`config.mk`:
```
export PLATFORM = sky130hd
export DESIGN_NAME = otp_slot_store
export DESIGN_NICKNAME = d
export VERILOG_FILES = /design/src/rtl/otp_slot_store.sv
export SDC_FILE = /design/constraint.sdc
export NUM_CORES = 1
export LEC_CHECK = 0
export BUFFER_PORTS_ARGS = -buffer_cell sky130_fd_sc_hd__buf_2
export CAP_MARGIN = 10
export CORE_ASPECT_RATIO = 0.6
export CORE_MARGIN = 8
export CORE_UTILIZATION = 31
export CTS_BUF_LIST = sky130_fd_sc_hd__clkbuf_2 sky130_fd_sc_hd__clkbuf_4 sky130_fd_sc_hd__clkbuf_8
export DETAILED_ROUTE_END_ITERATION = 6
export HOLD_SLACK_MARGIN = 0.1
export SETUP_SLACK_MARGIN = 0.1
export SLEW_MARGIN = 25
export SYNTH_ARGS = -nofsm -noshare
export SYNTH_HDL_FRONTEND = slang
export SYNTH_SLANG_ARGS = --single-unit
```
`constraint.sdc`:
```
create_clock -name clk -period 1.6 [get_ports clk]
set_input_delay 0.08 -clock clk [delete_from_list [all_inputs] [get_ports clk]]
set_output_delay 0.08 -clock clk [all_outputs]
set_load 0.03 [all_outputs]
```
`src/rtl/otp_slot_store.sv`:
```
module otp_slot_store #(
  parameter int DW = 10,
  parameter int SLOTS = 4,
  parameter int BURN_CYCLES = 8
) (
  input  logic          clk,
  input  logic          rst_n,
  input  logic          prog_req,
  input  logic [DW-1:0] prog_data,
  input  logic          acq_req,
  input  logic          reload_req,
  output logic [DW-1:0] code_out,
  output logic [SLOTS-1:0] status,
  output logic          busy,
  output logic          done,
  output logic          reject
);
  localparam int IW = (SLOTS > 1) ? $clog2(SLOTS) : 1;
  localparam int CW = $clog2(BURN_CYCLES + 1);
  localparam logic [DW-1:0] MID = {1'b1, {(DW-1){1'b0}}};

  logic [DW-1:0]    slot_q [SLOTS];
  logic [SLOTS-1:0] written_q;
  logic [DW-1:0]    pend_q;
  logic [CW-1:0]    cnt_q;
  logic [IW-1:0]    top_idx, next_idx;
  logic             any_w, full;
  logic [DW-1:0]    latest;

  always_comb begin
    top_idx = '0;
    for (int i = 0; i < SLOTS; i++)
      if (written_q[i]) top_idx = IW'(i);
  end

  assign any_w    = |written_q;
  assign full     = &written_q;
  assign next_idx = any_w ? IW'(top_idx + 1'b1) : '0;
  assign latest   = any_w ? slot_q[top_idx] : '0;
  assign status   = written_q;

  always_ff @(posedge clk or negedge rst_n) begin
    if (!rst_n) begin
      for (int i = 0; i < SLOTS; i++) slot_q[i] <= '0;
      written_q <= '0;
      pend_q    <= '0;
      cnt_q     <= '0;
      code_out  <= MID;
      busy      <= 1'b0;
      done      <= 1'b0;
      reject    <= 1'b0;
    end else begin
      done   <= 1'b0;
      reject <= 1'b0;
      if (busy) begin
        if (cnt_q == '0) begin
          slot_q[next_idx]    <= pend_q;
          written_q[next_idx] <= 1'b1;
          code_out            <= pend_q;
          busy                <= 1'b0;
          done                <= 1'b1;
        end else begin
          cnt_q <= cnt_q - 1'b1;
        end
      end else if (prog_req) begin
        if (full) begin
          reject <= 1'b1;
        end else begin
          busy   <= 1'b1;
          cnt_q  <= CW'(BURN_CYCLES - 1);
          pend_q <= prog_data;
        end
      end else if (reload_req) begin
        code_out <= any_w ? latest : MID;
      end else if (acq_req) begin
        code_out <= latest;
      end
    end
  end
endmodule


```
==> results of run 1 <==
-- layout make-up --
class                      count  area [sq um]  area share, %
clock inverter                 3         17.52         0.4084
timing repair buffer          82         664.4          15.49
clock buffer                  13         166.4          3.880
multi-input combinational    158          1440          33.58
tap                          135         168.9          3.938
inverter                      13         48.80          1.138
sequential                    71          1783          41.57
-- synth_stat cells (2+ instances only) --
library cell	n	area, sq um
mux2_2	50	563.0
o21a_1	9	67.56
nor2_1	2	7.510
nand2_1	16	60.06
and3_1	2	12.51
nand3_1	11	55.05
nor3_1	3	15.01
a21oi_1	2	10.01
inv_1	13	48.80
dfrtp_1	70	1752
buf_2	7	35.03
nor4_1	2	12.51
nand2b_1	4	25.02
nor3b_1	2	15.01
clkbuf_1	7	26.28
mux2i_1	19	190.2
nand3b_1	2	15.01
o21ai_0	20	100.1
-- timing repair --
action / in CTS / in global routing
endpoints found under the hold margin: 81 / 0
pin swaps: 11 / 4
hold buffers: 12 / 0
setup buffers: 6 / 6
resized for setup: 56 / 13
setup endpoints to repair: 57 / 62
-- flip-flops by register name, summed over array words and instances, names as in the netlist --
signal / count
code_out: 10
status: 4
busy: 1
reject: 1
pend_q: 10
cnt_q: 4
done: 1
slot_q: 40
-- routing by layer --
metal	up-vias	GRT usage [%]	wire length [um]
met5	-	0	0
li1	1064	-	-
met3	15	4.537	360
met2	36	18.63	3521
met4	0	4.433	125
met1	1122	14.93	3798
-- power breakdown --
part | switching, W | internal [W] | total, W
clock network | 0.000657 | 0.000677 | 0.00133
logic | 0.00169 | 0.00181 | 0.00350
registers | 0.000641 | 0.00256 | 0.00320
total | 0.00299 | 0.00505 | 0.00804
-- placed cells by master (no fill, tap or decap), types with 4 or more instances in the layout --
cell and instances:
buf_2 31, buf_4 20, buf_6 15, clkbuf_8 11, dfrtp_1 66, dfrtp_2 4
dlygate4sd3_1 12, inv_1 11, mux2_2 40, mux2_4 10, mux2i_1 19, nand2_1 15
nand2b_1 4, nand3_1 10, o21a_1 9, o21ai_0 10, o21ai_1 5, o21ai_2 4
-- critical path, delay by kind of cell, from the launching register on --
kind	cells	cell delay (ns)
buffers and inverters	2	0.21
multiplexers	1	0.29
adder cells (fa/ha/maj)	1	0.13
flip-flops	1	0.40
AND/OR/NAND/NOR	3	0.64
-- cell families after synthesis --
kind of cell | count (synthesis) | synth area share, %
buffers and inverters | 29 | 3.943
flip-flops | 71 | 56.03
AND/OR/NAND/NOR | 52 | 8.990
AO/OA/AOI/OAI | 35 | 6.625
XOR/XNOR | 1 | 0.2761
adder cells (fa/ha/maj) | 1 | 0.3943
multiplexers | 69 | 23.74
-- stage by stage --
| stage | instances | setup WS, ns | setup TNS (ns) | hold slack, ns | util (%) |
|---|---|---|---|---|---|
| CTS | 470 | -0.1728 | -6.593 | 0.1525 | 42.35 |
| floorplan | 258 | -0.1316 | -2.636 | -0.2156 | - |
| global placement | 436 | -0.2262 | -7.855 | 0.003676 | 36.94 |
| finish | 475 | -0.1824 | -7.713 | 0.1590 | 43.26 |
| global route | 475 | -0.2452 | -10.73 | 0.1891 | 43.26 |
| detailed placement | 436 | -0.2707 | -9.982 | 0.002324 | 36.94 |
-- worst min path at each step --
stage | startpoint | slack (ns) | endpoint
global placement | rst_n | 0.004 | cnt_q[3]
floorplan | rst_n | -0.22 | busy
finish | rst_n | 0.16 | code_out[7]
detailed placement | rst_n | 0.002 | cnt_q[3]
CTS | rst_n | 0.15 | code_out[7]
global route | rst_n | 0.19 | pend_q[2]
==> metrics.cfg, run 1 <==
[status]
status = finished, violations left
violations = negative setup slack

[critical_path]
crit_start = cnt_q[0]
rrSetupSlack_ns = -0.18
path_cells = inv_2, ha_4, and4bb_2, buf_4, nand2_1, or2_4, mux2_2
path_max_fanout = 10
crit_path_max_incr_delay_ns = 0.40
start_kind = flip-flop
r2r_end = slot_q[8]
r2r_cells = 7
cpMaxStageDelayCell = dfrtp_1
critical_path_class = flip-flop to flip-flop
crit_path_end = slot_q[8]
arrival_ns = 2.02
reg2reg_from = cnt_q[0]
worstPathRequired_ns = 1.84
end_kind = flip-flop

[cells_and_area]
area_delta_synth_final_pct = 35.17
final_area_sq_um = 4289
antenna_cells = 0
nets = 351
drive_gt1_share_pct = 48.53
fillers = 932

[pwr]
leakage_nw = 2.015
p_total_w = 0.008037
power_density_nw_per_um2 = 1874
vdd_ir_drop_max_uv = 765.8

[logic_synthesis]
netlist_instances = 258
synth_ff_type = dfrtp_1
synth_edf_count = 0
synthesis.area_sq_um = 3173
ys_async_sr_fraction_pct = 100.0
ys_warn_count = 0
synth_nets = 274
synth_seq_cells = 71
synth.avg_cell_area_sq_um = 12.30
yosysUniqueCellTypes = 35
synth_seq_area_share_pct = 56.03

[floorplan]
start_util_pct = 32.00
dieArea_sq_um = 13830
boundaryPins = 32
rows = 28
fp.dieW_um = 146.6
core-area_sq_um = 9915
die_h_um = 94.37

[route]
drc = 0
vias = 2237
routedWlPerCell_um = 16.43
wirelength_um = 7806
drt_iter0_markers = 61
dr.pass1.iters = 6
viasPerCell = 4.709
final_antenna_net_count = 0

[clock_network]
insertion_delay_ns = 0.35
clkTransAtPathRegs_ns = 0.07
root_buffer = clkbuf_8
htreeDepth = 3
clock_path_buffers = 2
clock-sinks = 71
cts_tree = built
cts_buffers = 9

[global_route]
grt_max_degree = 37
antenna_found_initial = 0
grt_pass1_vias = 2438
grtUsageTotal_pct = 11.93
grt_overflow = 0
grt_first_pass_wirelength_um = 12790

[timing]
min_period_ns = 1.782
finalHoldViolCount = 0
setup_viol = 51
setup_slack_ns = -0.1824
skew_ns = 0.007112
clock.fmax_mhz = 561.1
min_period_over_period_pct = 111.4
rsz0062_at_grt = yes
max_slew_margin_pct = 65.03
report.final.slew_viol_count = 0
tightest_slew_ns = 0.5197

[min_path]
hp-class = primary input to async pin

[run]
maxCapViolations = 0

[placed_design]
gp_congestion = 0.7456
port_buffers = 31
post_dp_cell_area_sq_um = 3662
dpl.hpwl_um = 5278

No activity file was read; power rests on OpenSTA's default activity.
==> run 2: changes to the inputs <==
--- a/config.mk
+++ b/config.mk
@@ -12,6 +12,7 @@
 export CORE_UTILIZATION = 31
 export CTS_BUF_LIST = sky130_fd_sc_hd__clkbuf_2 sky130_fd_sc_hd__clkbuf_4 sky130_fd_sc_hd__clkbuf_8
 export DETAILED_ROUTE_END_ITERATION = 6
+export GPL_TIMING_DRIVEN = 0
 export HOLD_SLACK_MARGIN = 0.1
 export SETUP_SLACK_MARGIN = 0.1
 export SLEW_MARGIN = 25
==> run 2 against run 1 <==
Net effect: cell area rose by 1.8%; the run still ends with negative setup slack left; worst setup slack got worse by 0.034 ns; clock power barely moved; total power rose by 2.0%; combinational power rose by 7.4%; non-clock buffer count rose by 1; cell count rose by 0.21%; sequential power fell by 2%; critical path type unchanged.
==> metrics.cfg, run 2 (synthesis results as in run 1) <==
[placed_design]
placed_cells = 425
dpl_worst_slack_ns = -0.3367
port_buffers = 31
dpl.hpwl_um = 4843
gp_congestion = 0.7533

[global_route]
grt_overflow = 0
antenna_found_initial = 0
grt_first_pass_wirelength_um = 12870
grtUsageTotal_pct = 12.14
grt_pass1_vias = 2388
grt_max_degree = 47

[critical_path]
crit_path_max_incr_delay_ns = 0.38
cp.buffers_inverters = 5
crit_family = buffers and inverters
start_kind = flip-flop
end_kind = flip-flop
arrival_ns = 2.08
critical_path_class = flip-flop to flip-flop
path_cells = inv_2, ha_4, and4bb_4, buf_4, buf_6, o21bai_4, buf_6, buf_6, o21a_1, o21ai_1
crit_start = cnt_q[0]
r2r_end = code_out[6]
r2r_cells = 10
crit_path_frequent_cell = buf_6
crit_path_end = code_out[6]
cpMaxStageDelayCell = dfrtp_1
path_max_fanout = 5
rrSetupSlack_ns = -0.22
reg2reg_from = cnt_q[0]
worstPathRequired_ns = 1.86
crit_cells = 10

[clock_network]
clock-sinks = 71
clock_path_buffers = 2
clkTransAtPathRegs_ns = 0.08
htreeDepth = 3
insertion_delay_ns = 0.34
cts_buffers = 9
cts_tree = built
root_buffer = clkbuf_8

[floorplan]
boundaryPins = 32
core-area_sq_um = 9915
start_util_pct = 32.00
fp.dieW_um = 146.6
die_h_um = 94.37
rows = 28
dieArea_sq_um = 13830

[cells_and_area]
area_delta_synth_final_pct = 37.62
top_register = slot_q
antenna_cells = 0
final_common_cell = dfrtp_1
drive_gt1_share_pct = 48.39
nets = 353
fillers = 921
top_regs = slot_q (40), code_out (10), pend_q (10)
layout.cells.non_filler = 476
mostFrequentLayoutCells = dfrtp_1 (67), buf_2 (31), mux2_2 (31)
largest_register_ffs = 40

[status]
violations = negative setup slack
status = finished, violations left

[timing]
report.final.slew_viol_count = 0
clock.fmax_mhz = 550.4
min_period_ns = 1.817
setup_slack_ns = -0.2167
min_period_over_period_pct = 113.5
rsz0062_at_grt = yes
max_slew_margin_pct = 50.24
hold_slack_ns = 0.1877
tightest_slew_ns = 0.7436
finalHoldViolCount = 0
skew_ns = 0.009667
setup_viol = 51

[pwr]
power_density_nw_per_um2 = 1877
leakage_nw = 2.064
p_total_w = 0.008196
clockPowerShare_pct = 16.0
p_sw_share_pct = 37.30
power.internal_w = 0.005139
comb_power_share_pct = 45.8
switchingPower_w = 0.003057
vdd_ir_drop_max_uv = 818.6
seqPwrFrac_pct = 38.2

[route]
routedWlPerCell_um = 17.09
dr.pass1.iters = 4
vias = 2278
drt_iter0_markers = 161
viasPerCell = 4.786
final_antenna_net_count = 0
drc = 0
wirelength_um = 8134

[min_path]
hp-class = primary input to async pin

[run]
maxCapViolations = 0

==> run 2: changes by cell type in the layout (fill, tap and decap cells not counted), moves of 2 or more <==
cell | before | now
mux2_2 | 40 | 31
clkbuf_2 | 0 | 4
mux2_4 | 10 | 19
buf_4 | 20 | 13
nand2_8 | 0 | 2
buf_6 | 15 | 19
==> run 2: final cells by class <==
class	count	area [sq um]	area share (%)
timing repair buffer	67	535.5	12.26
clock inverter	1	5.005	0.1146
inverter	13	48.80	1.117
sequential	71	1782	40.80
tap	135	168.9	3.868
clock buffer	14	173.9	3.983
multi-input combinational	159	1504	34.44
buffer	16	148.9	3.410
==> run 2: through the flow <==
step                      utilization (%)  TNS, ns  area [sq um]
after floorplan                         -   -2.636          3219
after global placement              35.74   -11.72          3543
after detailed placement            36.04   -12.65          3573
after CTS                           42.16   -5.112          4180
after global routing                44.04   -10.93          4367
final                               44.04   -7.310          4367
==> run 2: how the worst min path moves through the flow <==
stage	endpoint
6_report	status[1]
5_1_grt	code_out[9]
4_1_cts	code_out[9]
3_5_place_dp	status[0]
3_3_place_gp	pend_q[5]
2_1_floorplan	busy
==> run 2: power groups by stage <==
| stage | Sequential (W) | Clock, W | Combinational, W |
|---|---|---|---|
| after floorplan | 0.00330 | 0 | 0.00176 |
| after global routing | 0.00324 | 0.00143 | 0.00405 |
| final | 0.00313 | 0.00131 | 0.00376 |
| after CTS | 0.00310 | 0.00135 | 0.00340 |
| after global placement | 0.00308 | 0 | 0.00273 |
| after detailed placement | 0.00311 | 0 | 0.00280 |
==> run 2: metal layers <==
layer | global-route usage, % | share of wire [%] | up-vias
met2 | 18.44 | 43 | 48
li1 | - | - | 1069
met4 | 3.751 | 1.5 | 0
met5 | 0 | 0 | -
met1 | 16.21 | 50 | 1151
met3 | 4.059 | 6.1 | 10
==> run 2: worst register-to-register path, cell delays in order, from the launching register on <==
cell	delay, ns
dfrtp_1	0.38
inv_2	0.06
ha_4	0.16
and4bb_4	0.22
buf_4	0.13
buf_6	0.11
o21bai_4	0.17
buf_6	0.15
buf_6	0.13
o21a_1	0.16
o21ai_1	0.07
==> run 2: what timing repair did <==
item	in CTS	in global routing
endpoints found under the setup margin	68	67
pin swaps	7	9
hold buffers	12	0
hold endpoints to repair	81	0
cloned	3	2
buffers inserted	12	8
gates resized for setup	69	28
